## config.mk

```make
export PLATFORM = sky130hd
export DESIGN_NAME = uart_flow_ctrl
export DESIGN_NICKNAME = d
export VERILOG_FILES = /design/src/rtl/fc_pkg.sv /design/src/rtl/fc_hyst.sv /design/src/rtl/fc_insert.sv /design/src/rtl/fc_rx_filter.sv /design/src/rtl/uart_flow_ctrl.sv
export SDC_FILE = /design/constraint.sdc
export NUM_CORES = 1
export LEC_CHECK = 0
export BUFFER_PORTS_ARGS = -buffer_cell sky130_fd_sc_hd__buf_4
export CORE_MARGIN = 4
export CORE_UTILIZATION = 30
export CTS_BUF_LIST = sky130_fd_sc_hd__clkbuf_4 sky130_fd_sc_hd__clkbuf_8
export DETAILED_ROUTE_END_ITERATION = 12
export SKIP_CTS_REPAIR_TIMING = 1
export SLEW_MARGIN = 10
export SYNTH_ARGS = -nofsm -noshare
export SYNTH_HDL_FRONTEND = slang
export SYNTH_SLANG_ARGS = --single-unit
```

## constraint.sdc

```tcl
create_clock -name clk -period 1.7 [get_ports clk]
set_input_delay 0.255 -clock clk [delete_from_list [all_inputs] [get_ports clk]]
set_output_delay 0.255 -clock clk [all_outputs]
set_load 0.02 [all_outputs]
```

## src/rtl/fc_pkg.sv

```systemverilog
package fc_pkg;

    localparam int unsigned FC_DEPTH  = 64;
    localparam int unsigned FC_CHAR_W = 8;

    typedef enum logic {
        FLOW_RUN  = 1'b0,
        FLOW_HALT = 1'b1
    } flow_state_e;

    typedef struct packed {
        logic                 req;
        logic [FC_CHAR_W-1:0] ch;
    } ins_slot_t;

    typedef struct packed {
        logic stop;
        logic wr_en;
    } rx_decision_t;

    // Level compare helpers; thresholds use the same width as the level.
    function automatic logic lvl_reached(input logic [6:0] lvl, input logic [6:0] thr);
        return lvl >= thr;
    endfunction

    function automatic logic lvl_drained(input logic [6:0] lvl, input logic [6:0] thr);
        return lvl <= thr;
    endfunction

endpackage

```

## src/rtl/fc_hyst.sv

```systemverilog
module fc_hyst
    import fc_pkg::*;
#(
    parameter int unsigned LVL_W = 7
) (
    input  logic             clk,
    input  logic             rst,
    input  logic             en,
    input  logic [LVL_W-1:0] level,
    input  logic [LVL_W-1:0] halt_lvl,
    input  logic [LVL_W-1:0] resume_lvl,
    output logic             halted,
    output logic             halt_evt,
    output logic             resume_evt
);

    flow_state_e state_q;
    logic        at_halt;
    logic        at_resume;

    always_comb begin
        at_halt    = lvl_reached(7'(level), 7'(halt_lvl));
        at_resume  = lvl_drained(7'(level), 7'(resume_lvl)) && !at_halt;
        halt_evt   = en && (state_q == FLOW_RUN)  && at_halt;
        resume_evt = en && (state_q == FLOW_HALT) && at_resume;
    end

    always_ff @(posedge clk) begin
        if (rst || !en) begin
            state_q <= FLOW_RUN;
        end else if (halt_evt) begin
            state_q <= FLOW_HALT;
        end else if (resume_evt) begin
            state_q <= FLOW_RUN;
        end
    end

    assign halted = (state_q == FLOW_HALT);

endmodule

```

## src/rtl/fc_insert.sv

```systemverilog
module fc_insert
    import fc_pkg::*;
#(
    parameter int unsigned CHAR_W = 8
) (
    input  logic              clk,
    input  logic              rst,
    input  logic              en,
    input  logic              halt_evt,
    input  logic              resume_evt,
    input  logic [CHAR_W-1:0] xon_char,
    input  logic [CHAR_W-1:0] xoff_char,
    input  logic              ack,
    output logic              req,
    output logic [CHAR_W-1:0] ch
);

    ins_slot_t slot_q;
    ins_slot_t slot_d;

    always_comb begin
        slot_d = slot_q;
        if (ack) begin
            slot_d.req = 1'b0;
        end
        if (halt_evt) begin
            slot_d.req = 1'b1;
            slot_d.ch  = xoff_char;
        end else if (resume_evt) begin
            slot_d.req = 1'b1;
            slot_d.ch  = xon_char;
        end
        if (!en) begin
            slot_d.req = 1'b0;
        end
    end

    always_ff @(posedge clk) begin
        if (rst) begin
            slot_q <= '0;
        end else begin
            slot_q <= slot_d;
        end
    end

    assign req = slot_q.req;
    assign ch  = slot_q.ch;

endmodule

```

## src/rtl/fc_rx_filter.sv

```systemverilog
module fc_rx_filter
    import fc_pkg::*;
#(
    parameter int unsigned CHAR_W = 8
) (
    input  logic              clk,
    input  logic              rst,
    input  logic              en,
    input  logic              any_resume,
    input  logic [CHAR_W-1:0] xon_char,
    input  logic [CHAR_W-1:0] xoff_char,
    input  logic              rx_valid,
    input  logic [CHAR_W-1:0] rx_data,
    output logic              stop_nxt,
    output logic              wr_en,
    output logic [CHAR_W-1:0] wr_data
);

    logic         stop_q;
    logic         is_xoff;
    logic         is_xon;
    rx_decision_t dec;

    always_comb begin
        is_xoff   = en && (rx_data == xoff_char);
        is_xon    = en && (rx_data == xon_char) && !is_xoff;
        dec.stop  = stop_q;
        dec.wr_en = rx_valid && !is_xoff && !is_xon;
        if (!en) begin
            dec.stop = 1'b0;
        end else if (rx_valid) begin
            if (is_xoff) begin
                dec.stop = 1'b1;
            end else if (is_xon || any_resume) begin
                dec.stop = 1'b0;
            end
        end
    end

    always_ff @(posedge clk) begin
        if (rst) begin
            stop_q  <= 1'b0;
            wr_en   <= 1'b0;
            wr_data <= '0;
        end else begin
            stop_q  <= dec.stop;
            wr_en   <= dec.wr_en;
            wr_data <= rx_data;
        end
    end

    assign stop_nxt = dec.stop;

endmodule

```

## src/rtl/uart_flow_ctrl.sv

```systemverilog
module uart_flow_ctrl
    import fc_pkg::*;
#(
    parameter int unsigned DEPTH  = FC_DEPTH,
    parameter int unsigned CHAR_W = FC_CHAR_W,
    localparam int unsigned LVL_W = $clog2(DEPTH + 1)
) (
    input  logic              clk,
    input  logic              rst,
    input  logic              cfg_auto_rts,
    input  logic              cfg_auto_cts,
    input  logic              cfg_sw_tx_en,
    input  logic              cfg_sw_rx_en,
    input  logic              cfg_any_resume,
    input  logic [LVL_W-1:0]  cfg_halt_lvl,
    input  logic [LVL_W-1:0]  cfg_resume_lvl,
    input  logic [CHAR_W-1:0] cfg_xon_char,
    input  logic [CHAR_W-1:0] cfg_xoff_char,
    input  logic [LVL_W-1:0]  rxf_level,
    input  logic              cts_active,
    output logic              rts_active,
    output logic              tx_allow,
    output logic              ins_req,
    output logic [CHAR_W-1:0] ins_char,
    input  logic              ins_ack,
    input  logic              rx_valid,
    input  logic [CHAR_W-1:0] rx_data,
    output logic              rx_wr_en,
    output logic [CHAR_W-1:0] rx_wr_data
);

    logic rts_halted, rts_halt_evt, rts_resume_evt;
    logic sw_halted, sw_halt_evt, sw_resume_evt;
    logic remote_stop_nxt;
    logic allow_q;

    // Hardware path: RTS hysteresis on the shared threshold pair
    fc_hyst #(.LVL_W(LVL_W)) u_rts_hyst (
        .clk        (clk),
        .rst        (rst),
        .en         (cfg_auto_rts),
        .level      (rxf_level),
        .halt_lvl   (cfg_halt_lvl),
        .resume_lvl (cfg_resume_lvl),
        .halted     (rts_halted),
        .halt_evt   (rts_halt_evt),
        .resume_evt (rts_resume_evt)
    );

    // Software path: same thresholds, tracked separately
    fc_hyst #(.LVL_W(LVL_W)) u_sw_hyst (
        .clk        (clk),
        .rst        (rst),
        .en         (cfg_sw_tx_en),
        .level      (rxf_level),
        .halt_lvl   (cfg_halt_lvl),
        .resume_lvl (cfg_resume_lvl),
        .halted     (sw_halted),
        .halt_evt   (sw_halt_evt),
        .resume_evt (sw_resume_evt)
    );

    fc_insert #(.CHAR_W(CHAR_W)) u_insert (
        .clk        (clk),
        .rst        (rst),
        .en         (cfg_sw_tx_en),
        .halt_evt   (sw_halt_evt),
        .resume_evt (sw_resume_evt),
        .xon_char   (cfg_xon_char),
        .xoff_char  (cfg_xoff_char),
        .ack        (ins_ack),
        .req        (ins_req),
        .ch         (ins_char)
    );

    fc_rx_filter #(.CHAR_W(CHAR_W)) u_rx_filter (
        .clk        (clk),
        .rst        (rst),
        .en         (cfg_sw_rx_en),
        .any_resume (cfg_any_resume),
        .xon_char   (cfg_xon_char),
        .xoff_char  (cfg_xoff_char),
        .rx_valid   (rx_valid),
        .rx_data    (rx_data),
        .stop_nxt   (remote_stop_nxt),
        .wr_en      (rx_wr_en),
        .wr_data    (rx_wr_data)
    );

    // Transmit permit: sampled by the engine only at character start,
    // so a character in flight always completes.
    always_ff @(posedge clk) begin
        if (rst) begin
            allow_q <= 1'b1;
        end else begin
            allow_q <= !(cfg_auto_cts && !cts_active) && !remote_stop_nxt;
        end
    end

    assign tx_allow   = allow_q;
    assign rts_active = !rts_halted;

endmodule

```

==> metrics <==
final setup vio count 0; most common cell after layout, fill and taps aside buf_4; hold crit path type in -> reg; H-Tree Depth 1; uppermost layer routed met4; Clock Skews 0.464 ps; Die H 74.9 microns; CTS Buffer Depth 2; vias in the first global route 1270; xor and xnor area share after synthesis 0.104; die area 5600 sq um; CP Class in -> reg; gr usage total 0.127; # rows 24; CP Capture Type flop; DRT met1 WL 1560 microns; pre-CTS WS -272 ps; CP peak stage delay 290 ps; Mapped Cells 139; Remaining DRCs 0; post-route cell area 2160 sq um; first-pass GRT wire length 5510 microns; Final WS setup 92.5 ps; Hold Slack 244 ps; Die W 74.9 microns; CTS root buffer clkbuf_8; RSZ-0062 raised after global routing no; CP startpoint kind input pin; worst-margin pin slew 395 ps; outcome finished clean; Mapped Area 1340 sq um; pwr dens 640 nW/um^2; Initial Util 0.308; post-synthesis compound-gate area fraction 0.196; P_leak 0.000990 uW; Unique masters post-synth 33; synthesis-stage register bit count 22; Syn Nets 208; yosys warns 0; dpl cell area 2050 sq um; aggregate routed wire length 3660 microns; total negative setup slack 0 ps; Detail Route Antenna Nets 0; Pre-antenna DRT Iters 4; met2 WL post-DR 1880 microns; Max stage delay cell, worst path nor4b_4; nets 292; num ports 75; routed len/inst 13.4 microns; post-route minimum period 1610 ps; worst-path maximum fanout 8; met3 WL post-DR 148 microns; clk slew on worst S/H paths 70 ps; Syn Area/Cell 9.65 sq um; initial antenna violation count 0; Buffers on Ports 74; Fmax 622 MHz; GRT overflow 0; Vias 1271; max-slew violation count 0; HPWL after DPL 3220 microns; period utilisation layout 0.946; Num CTS Buffers 3; via-per-instance ratio 4.64; Synth Area in Adders 0.131; Max Cap Viol 0; Clk Latency, worst-skew pair 260 ps; largest family of logic cells by synthesized area compound AO/OA/AOI/OAI gates; largest net degree at the start of global routing 13; DRT iter0 DRCs 27; mux share of post-synthesis cell area 0; Area growth, synth to finish 61.3%; Ant. Diodes 0; worst vdd ir 0.000367 V; commonest non-fill, non-tap cells in the layout buf_4 (79), dfxtp_1 (22), inv_1 (12), xnor2_1 (12); Synth Area in Simple Gates 0.196; Max-slew headroom 0.734; CP Cell Sequence buf_4 > inv_1 > ha_1 > nand2b_1 > a31oi_4 > o21ai_4 > nor4b_4 > buf_6 > a22o_1 > a31o_1; Arrival @ worst endpoint 1820 ps; fraction of layout cells with a size suffix above 1 0.459; endpoints failing hold 0; sequential area share after synthesis 0.328; Placer Congestion 0.741; Sink Count 22; Critical Path RT 1910 ps; CTS tree built; Core Area 4350 sq um
layout make-up:
class,instances,area (sq um)
tap,52,65.1
timing repair buffer,80,604
multi-input combinational,101,942
fill,407,2190
sequential,22,440
inverter,15,56.3
clock buffer,4,55.1
cell families after synthesis:
family	Yosys count
compound gates	32
xor+xnor	16
fa+ha+maj	14
buf+inv	16
flops	22
simple gates	39
metal layers:
metal | global-route usage | vias up
li1 | - | 669
met1 | 0.158 | 569
met3 | 0.0254 | 6
met4 | 0.0435 | 0
met5 | 0 | -
met2 | 0.219 | 27
registers in the layout, summed over array words and instances (netlist names):
signal,cells
u_sw_hyst.halted,1
tx_allow,1
u_rx_filter.stop_q,1
u_rts_hyst.halted,1
u_insert.ch,8
u_insert.req,1
u_rx_filter.wr_data,8
u_rx_filter.wr_en,1
per-stage QoR:
stage               cells  utilization  total power (uW)
finish                274        0.497              1390
global route          274        0.497              1470
CTS                   274        0.483              1380
detailed placement    270        0.471              1010
global placement      270        0.471              1010
floorplan             139            -               791
cell usage after synthesis:
cell type	n	share of area
ha_1	14	0.13
a31o_1	8	0.052
inv_1	14	0.039
nor4_1	1	0.0047
nand4_1	5	0.023
xnor2_1	12	0.078
nand3b_1	1	0.0056
nand2_1	4	0.011
o21bai_1	1	0.0056
nand3_1	3	0.011
dfxtp_1	22	0.33
o21ai_0	1	0.0037
a21o_1	2	0.011
nor3b_2	2	0.019
clkinv_1	1	0.0028
a31oi_1	2	0.0093
nor2_1	3	0.0084
nor4b_4	1	0.018
o22a_4	1	0.013
and3_4	1	0.0084
a211oi_2	1	0.0093
nor3_1	2	0.0075
nand2b_1	2	0.0093
a22o_1	8	0.052
and3_1	1	0.0047
o21ai_2	2	0.013
a21oi_1	5	0.019
xor2_1	4	0.026
nor2b_1	10	0.047
nor3b_1	1	0.0056
a32o_1	1	0.0075
and4_1	2	0.013
clkbuf_1	1	0.0028
power breakdown:
part | total (uW) | internal (uW) | switching [uW]
clock network | 366 | 206 | 160
logic | 457 | 250 | 208
registers | 562 | 546 | 15.7
critical path, delay by kind of cell:
kind | cells | cell delay (ps)
adders and majority gates | 1 | 210
buffers and inverters | 3 | 330
AOI/OAI and AO/OA | 4 | 560
and+or+nand+nor | 2 | 460
final timing paths:
path | from | end | slack (ps) | cells after the start
worst min-delay path | rx_data[5] | u_rx_filter.wr_data[5] | 240 | 2
worst min register to register | u_insert.ch[3] | u_insert.ch[3] | 480 | 1
worst max-delay path | rxf_level[0] | u_insert.ch[0] | 90 | 10
worst max register to register | u_sw_hyst.halted | u_insert.ch[2] | 510 | 3
(Power assumes the default switching activity.)
